==> config.mk <==
export PLATFORM = sky130hd
export DESIGN_NAME = dmac_regfile
export DESIGN_NICKNAME = d
export VERILOG_FILES = /design/src/rtl/dmac_regfile.sv
export SDC_FILE = /design/constraint.sdc
export NUM_CORES = 2
export LEC_CHECK = 0
export ABC_CLOCK_PERIOD_IN_PS = 4700
export BUFFER_PORTS_ARGS = -buffer_cell sky130_fd_sc_hd__clkbuf_2
export CORE_ASPECT_RATIO = 0.8
export CORE_MARGIN = 2
export CORE_UTILIZATION = 40
export CTS_CLUSTER_SIZE = 10
export DETAILED_ROUTE_END_ITERATION = 8
export PLACE_DENSITY = 0.63
export SLEW_MARGIN = 20
export SYNTH_ARGS = -nofsm -noshare
export SYNTH_HDL_FRONTEND = slang
export SYNTH_SLANG_ARGS = --single-unit
==> constraint.sdc <==
create_clock -name clk -period 4.7 [get_ports clk]
set_input_delay 1.175 -clock clk [delete_from_list [all_inputs] [get_ports clk]]
set_output_delay 1.175 -clock clk [all_outputs]
set_load 0.01 [all_outputs]
==> src/rtl/dmac_regfile.sv <==
module dmac_regfile #(
  parameter int NCH = 16
) (
  input  logic            clk,
  input  logic            rst_n,
  input  logic            bus_wr,
  input  logic [8:0]      bus_addr,
  input  logic [31:0]     bus_wdata,
  output logic [31:0]     bus_rdata,
  input  logic [NCH-1:0]  ch_event,
  output logic [NCH-1:0]  ch_start,
  output logic [NCH-1:0]  ch_stop,
  output logic [NCH-1:0]  ch_loop,
  output logic            irq
);
  localparam logic [31:0] LOMASK = (32'd1 << NCH) - 32'd1;
  localparam logic [31:0] LMASK  = LOMASK | (LOMASK << 16);
  localparam logic [6:0]  W_STOP = 7'h50, W_STAT = 7'h51, W_EN = 7'h52,
                          W_ENCLR = 7'h53, W_LOOP = 7'h54, W_LOOPCLR = 7'h57;

  logic [31:0]    addr_r  [NCH];
  logic [31:0]    xlen_r  [NCH];
  logic [31:0]    ylen_r  [NCH];
  logic [5:0]     ctrl_r  [NCH];
  logic [31:0]    width_r [NCH];
  logic [NCH-1:0] stat_r, en_r;
  logic [31:0]    loop_r;

  logic [3:0] wch, sch;
  logic [1:0] off;
  logic [6:0] gw;
  logic       win_hit, stride_hit;
  logic [NCH-1:0] stat_clr;

  assign wch        = bus_addr[7:4];
  assign off        = bus_addr[3:2];
  assign sch        = bus_addr[5:2];
  assign gw         = bus_addr[8:2];
  assign win_hit    = !bus_addr[8] && (32'(wch) < NCH);
  assign stride_hit = (bus_addr[8:6] == 3'b100) && (32'(sch) < NCH);
  assign stat_clr   = (bus_wr && gw == W_STAT) ? bus_wdata[NCH-1:0] : '0;

  assign ch_loop = loop_r[NCH-1:0] & loop_r[16 +: NCH];
  assign irq     = |(stat_r & en_r);

  always_ff @(posedge clk or negedge rst_n) begin
    if (!rst_n) begin
      for (int i = 0; i < NCH; i++) begin
        addr_r[i]  <= '0;
        xlen_r[i]  <= '0;
        ylen_r[i]  <= '0;
        ctrl_r[i]  <= '0;
        width_r[i] <= '0;
      end
      stat_r   <= '0;
      en_r     <= '0;
      loop_r   <= '0;
      ch_start <= '0;
      ch_stop  <= '0;
    end else begin
      ch_start <= '0;
      ch_stop  <= '0;
      stat_r   <= (stat_r & ~stat_clr) | ch_event;
      if (bus_wr) begin
        if (win_hit) begin
          case (off)
            2'd0: begin
              addr_r[wch]   <= bus_wdata;
              ch_start[wch] <= 1'b1;
            end
            2'd1: xlen_r[wch] <= bus_wdata;
            2'd2: ylen_r[wch] <= bus_wdata;
            default: ctrl_r[wch] <= bus_wdata[5:0];
          endcase
        end else if (stride_hit) begin
          width_r[sch] <= bus_wdata;
        end else begin
          case (gw)
            W_STOP:    ch_stop <= bus_wdata[NCH-1:0];
            W_EN:      en_r    <= bus_wdata[NCH-1:0];
            W_ENCLR:   en_r    <= en_r & ~bus_wdata[NCH-1:0];
            W_LOOP:    loop_r  <= bus_wdata & LMASK;
            W_LOOPCLR: loop_r  <= loop_r & ~bus_wdata;
            default: ;
          endcase
        end
      end
    end
  end

  always_comb begin
    bus_rdata = '0;
    if (win_hit) begin
      case (off)
        2'd0: bus_rdata = addr_r[wch];
        2'd1: bus_rdata = xlen_r[wch];
        2'd2: bus_rdata = ylen_r[wch];
        default: bus_rdata = {26'd0, ctrl_r[wch]};
      endcase
    end else if (stride_hit) begin
      bus_rdata = width_r[sch];
    end else begin
      case (gw)
        W_STAT:            bus_rdata = 32'(stat_r);
        W_EN, W_ENCLR:     bus_rdata = 32'(en_r);
        W_LOOP, W_LOOPCLR: bus_rdata = loop_r;
        default:           bus_rdata = '0;
      endcase
    end
  end
endmodule


======== Yosys cells after proc, flatten, opt, wreduce, memory -nomap -nowiden ========
Cells that the tools add are included.
operators by class
  equality and inequality tests ........... 9
  reductions and logical operators ........ 18
  order comparisons ....................... 6
  mux-type cells .......................... 42
  bitwise operators ....................... 14
operators with widths
  kind                                                         number
  bitwise mux 512 bit                                          4
  binary-select mux 32 bit (select 4 bit)                      4
  two-way mux 32 bit                                           12
  demux 32 bit (select 4 bit)                                  2
  case mux 32 bit (3 select lines)                             2
  two-way mux 16 bit                                           8
  bitwise mux 96 bit                                           1
  AND 16 bit                                                   4
  case mux 32 bit (2 select lines)                             1
  equality test 7 bit (second input constant)                  6
  AND 32 bit                                                   1
  NOT 16 bit                                                   2
  NOT 32 bit                                                   1
  case mux 16 bit (2 select lines)                             1
  binary-select mux 6 bit (select 4 bit)                       1
  demux 6 bit (select 4 bit)                                   1
  two-way mux 6 bit                                            3
  OR 16 bit                                                    1
  OR reduction 16 bit                                          1
  AND reduction 3 bit                                          5
  greater-or-equal comparator 5 bit (second input constant)    2
  less-than comparator 5 x 1 -> 1 bit (second input constant)  2
  NOT 4 -> 5 bit                                               2
  AND reduction 4 bit                                          2
  other kinds (13)                                             20
storage, ports and cells
  flip-flop bits (word level) ............. 2240
  logic and storage cells ................. 174
  output and inout port bits .............. 81
  input bits .............................. 60

======== Longest topological paths before layout ========
  depth after elaboration ................. 7
  gate-level depth with buffers ........... 10
  gate-level depth less buffers ........... 5

======== Worst setup path after synthesis ========
No wires, ideal clock.
  path kind ............................... input -> output
  start ................................... input port bus_addr[2]
  end ..................................... output port bus_rdata[6]
  data arrival time ....................... 3.107 ns
  data required time ...................... 3.525 ns
  stages .................................. 7
  path buffers ............................ 3
  slack ................................... 0.418 ns
  path through ............................ buf_2 -> buf_2 -> buf_2 -> mux4_2 -> a22o_1 -> a221oi_1 -> o211ai_1
on the way
  cells in the longest elaborated chain, start to end .. 6
  elaborated cells between the ends (all ways) .. 18
  classes of those cells .................. eq/ne (7); mux (7); bitwise (1); reduce/logical (3)
ends and longest elaborated chain
  element                                                 line  text
  start: declaration                                      7     input logic [8:0] bus_addr,
  NOT 4 -> 5 bit (implied by the code)                    101   bus_rdata = width_r[sch];
  binary-select mux 32 bit (select 4 bit)                 101
  two-way mux 32 bit (implied by the code) (2 in series)  101
  two-way mux 32 bit                                      100   end else if (stride_hit) begin
  two-way mux 32 bit *                                    93    if (win_hit) begin
  end: declaration                                        9     output logic [31:0] bus_rdata,
Mark *: on every way between the ends. The rest lies on a longest branch, timed or not. The select of a mux whose other input is x is not followed.

======== Worst setup path after layout ========
  start ................................... input port bus_addr[4]
  end ..................................... output port bus_rdata[16]
on the way
  cells in the longest elaborated chain, start to end .. 6
  elaborated cells between the ends (all ways) .. 25
  classes of those cells .................. eq/ne (5); mux (16); bitwise (2); reduce/logical (2)
ends and longest elaborated chain
  element                                                                        line
  NOT 4 -> 5 bit (on tied branches)                                              --
  binary-select mux 32 bit (select 4 bit) (on tied branches)                     --
  two-way mux 32 bit (on tied branches) (2 in series)                            --
  case mux 32 bit (3 select lines) / two-way mux 32 bit (equally long branches)  94, 100
  two-way mux 32 bit *                                                           93
Marks and branches as above.

==> results.txt <==
The flow ran to the end, but the final reports show violations. The final reports fail on negative setup slack. The top-area cell type share of the netlist area is 55.1%. Total wirelength of the detailed-routed design: 302000 µm. The commonest cells after synthesis are dfrtp_1 (2240), mux2_2 (2144), mux4_2 (579), clkbuf_1 (283), buf_2 (244). The area of the mapped netlist is 102000 µm². The slew of the pin with the lowest slew margin is 1140 ps.

The core footprint is 253000 µm², and the via count is 59.7k. The count of buffers from port buffering was 138. The most frequent cell after synthesis was dfrtp_1. Type of element launching the critical path: a primary input. STA puts the critical path data required time at 3520 ps. The number of slew-limit violations in the final report was 0; the H-tree level count was 5. Measured against its own limit, the worst slew margin works out to 24.2%.

The routed via count divided by cell count is 5.87, and the clock period minus worst slack is 4790 ps. The tools report the number of search-and-repair iterations in the first detailed-routing pass as 6. Setup violations remaining at the end of the flow were counted as 9. In this run the top signal layer used is met4. The logs give 191 ps for the post-route worst hold slack and 9801 for the cell total after placement. Once the floorplan was initialized, standard cells occupied 40.3% of the core. The floorplan step defined a die boundary enclosing 258000 µm².

Buffers inserted during clock tree synthesis total 268. The logs give 443000 µm for the first-pass GRT wire length and 0 ps for the worst clock skew on the final layout. After the last flow step, the layout net total stands at 6845. Detailed placement finished with a half-perimeter wire length of 188000 µm.

The number of clock sinks seen by CTS is 2240. After synthesis, the cell types taking the most area are dfrtp_1 (55%), mux2_2 (24%), mux4_2 (13%). At the end of the flow the core is filled with cells to 46.8%. The overall fraction of global-route tracks in use was 23.3%; the largest vdd supply drop was 0.302 mV. Derived from the worst setup path, the maximum achievable clock frequency is 209 MHz.

The critical path start-end classification is in2out. The run gives 16 as the number of antenna violations at the first check in global routing. The tools report the number of rows in the core area as 165.

Cells with a size suffix above 1 make up 57.2% of the layout. The synthesized design contains 0 enable-type register cells. The reported leakage power is 56.1 nW. STA classifies the critical path endpoint as an output pin. Classification of the worst-slack hold path: in2async. The setup slack of the critical path after layout was -91.4 ps.

The die is 568 µm wide. Of all nets on the critical path, the largest fanout is 7. The layout has 21.6k filler cells. The post-layout instance count excluding filler cells is 10.2k. Entering global routing, the biggest net connects 152 pins.

During synthesis, Yosys emitted a total of 0 warnings. Count of maximum capacitance violations: 0. TritonCTS built the clock tree. The ratio of total power to cell area works out to 378 nW/µm². The count of nets left with antenna violations once routing finished came out at 0. A synthesized cell averages 15.8 µm². The run gives 0 as the post-cts hold buffer count.

The congestion estimate from routability-driven global placement came to 0.866. The leading area contributor after synthesis is dfrtp_1. Share of synthesized registers carrying an async set or reset: 100%. The flip-flop cell with the highest count after synthesis is dfrtp_1. The clock-pin slew of the registers on the worst-case setup and hold paths is 50 ps.

The sequential cell area in the final layout was 56100 µm²; the synthesis-stage register bit count was 2240. The routed wire length on met3 is 17300 µm, and the total global routing overflow is 0. The final worst-path cycle share came out at 102%. During I/O placement, the number of pins put on the boundary was 141. The later pin in the worst-skew pair is clocked with a latency of 810 ps. The run gives 138000 µm as the total length of routed met2 wires. Library cell used as clock root buffer: clkbuf_16. For the part of the Yosys area used for sequential elements, the log shows 55.1%. The post-synthesis instance total came out at 6431. In this run, the number of DRC markers left after iteration 0 of detailed routing was 5651. The total count of hold-check failures in the final report was 0. For this run, design rule violations remaining after detail routing come to 0.

The tools report the number of global-route vias before repair as 62.4k. Setup repair after global routing could not meet its margin everywhere. Measured along the y axis, the die boundary spans 455 µm.

The logs give 43500 µm² for the area of combinational cells with multiple inputs and 135000 µm for the met1 layer wirelength in the final routing. The number of nets in the synthesized netlist is 6491. The signal arrival time at the worst endpoint is 3620 ps, and the buffer depth of the longest clock path is 4. Area growth from synthesis to layout: 16.3%. The synthesized netlist contains 57 unique library cells.

In the final routed layout, each cell accounts on average for 29.7 µm.
[per-stage QoR]
step           worst slack (ps)  power, mW  cell area [µm²]  TNS (ps)
4_1_cts                    -111       45.0           118000      -579
3_3_place_gp               -673       26.4           110000     -8870
6_report                  -91.4       44.7           118000      -423
3_5_place_dp               -652       26.6           110000     -9010
5_1_grt                    -110       46.3           118000      -776
2_1_floorplan               418       24.7           102000         0
[critical path, cell delays in order]
cell	delay (ps)
buf_16	160
buf_16	170
bufbuf_16	280
mux4_2	490
mux4_2	620
nand2_1	130
o211ai_1	200
buf_4	220
buf_6	110
[cell families after synthesis]
| kind of cell | share of synthesized area [%] |
|---|---|
| muxes | 38.2 |
| DFF | 55.1 |
| buffers and inverters | 3.02 |
| and+or+nand+nor | 2.05 |
| AOI/OAI and AO/OA | 1.57 |
| xor gates and xnor gates | 0.00861 |
[cell type report]
cell class	instances	area share, %
sequential	2240	47.4
clock buffer	296	5.93
timing repair buffer	715	6.22
multi-input combinational	3548	36.8
inverter	12	0.0381
tap	3340	3.53
antenna	11	0.0233
clock inverter	12	0.108
[report_power, final]
group / leakage (nW) / switching [mW] / internal, mW
clock: 3.51 / 7.74 / 10.5
combinational: 22.1 / 2.27 / 2.58
sequential: 30.4 / 0.778 / 20.8
total: 56.1 / 10.8 / 33.9
[flip-flops by register name, summed over array words and instances (netlist names), 32 cells and up]
name,flops
addr_r,512
ctrl_r,96
loop_r,32
width_r,512
xlen_r,512
ylen_r,512
[what timing repair did]
item                                    in CTS  in global routing
resized for setup                          107                 75
buffers inserted                            26                 17
endpoints found under the setup margin      32                 30
gates cloned                                13                  2
pin swaps                                   13                 20
[path summary, 6_finish.rpt]
check | from | to | slack [ps] | depth (start not counted)
worst max-delay path | bus_addr[4] | bus_rdata[16] | -90 | 9
worst min-delay path | rst_n | addr_r[496]$_DFFE_PN0P_ | 190 | 1
worst max register to register | en_r[9]$_DFFE_PN0P_ | en_r[9]$_DFFE_PN0P_ | 3740 | 2
worst min register to register | width_r[249]$_DFFE_PN0P_ | width_r[249]$_DFFE_PN0P_ | 490 | 1
max in group asynchronous | rst_n | width_r[205]$_DFFE_PN0P_ | 3030 | 3
min in group clk | width_r[249]$_DFFE_PN0P_ | width_r[249]$_DFFE_PN0P_ | 490 | 1
[per-layer routing]
layer / vias to the layer above / GRT usage [%]
li1: 24500 / -
met1: 33000 / 33.1
met2: 1710 / 36.1
met3: 529 / 3.91
met4: 0 / 8.69
met5: - / 0
[cells in the final DEF (no fill, tap or decap), drive strengths merged, types with 23 or more instances in the layout]
cell type  Yosys  layout
buf          348     588
mux2i        140     140
mux4         579     579
nand3         51      51
o22ai         28      28
mux2        2169    2169
clkbuf       283     417
and2          42      42
a22o          23      23
a22oi         41      41
nor2          88      88
nand2        219     219
dfrtp       2240    2240
No activity file was read; power rests on OpenSTA's default activity.
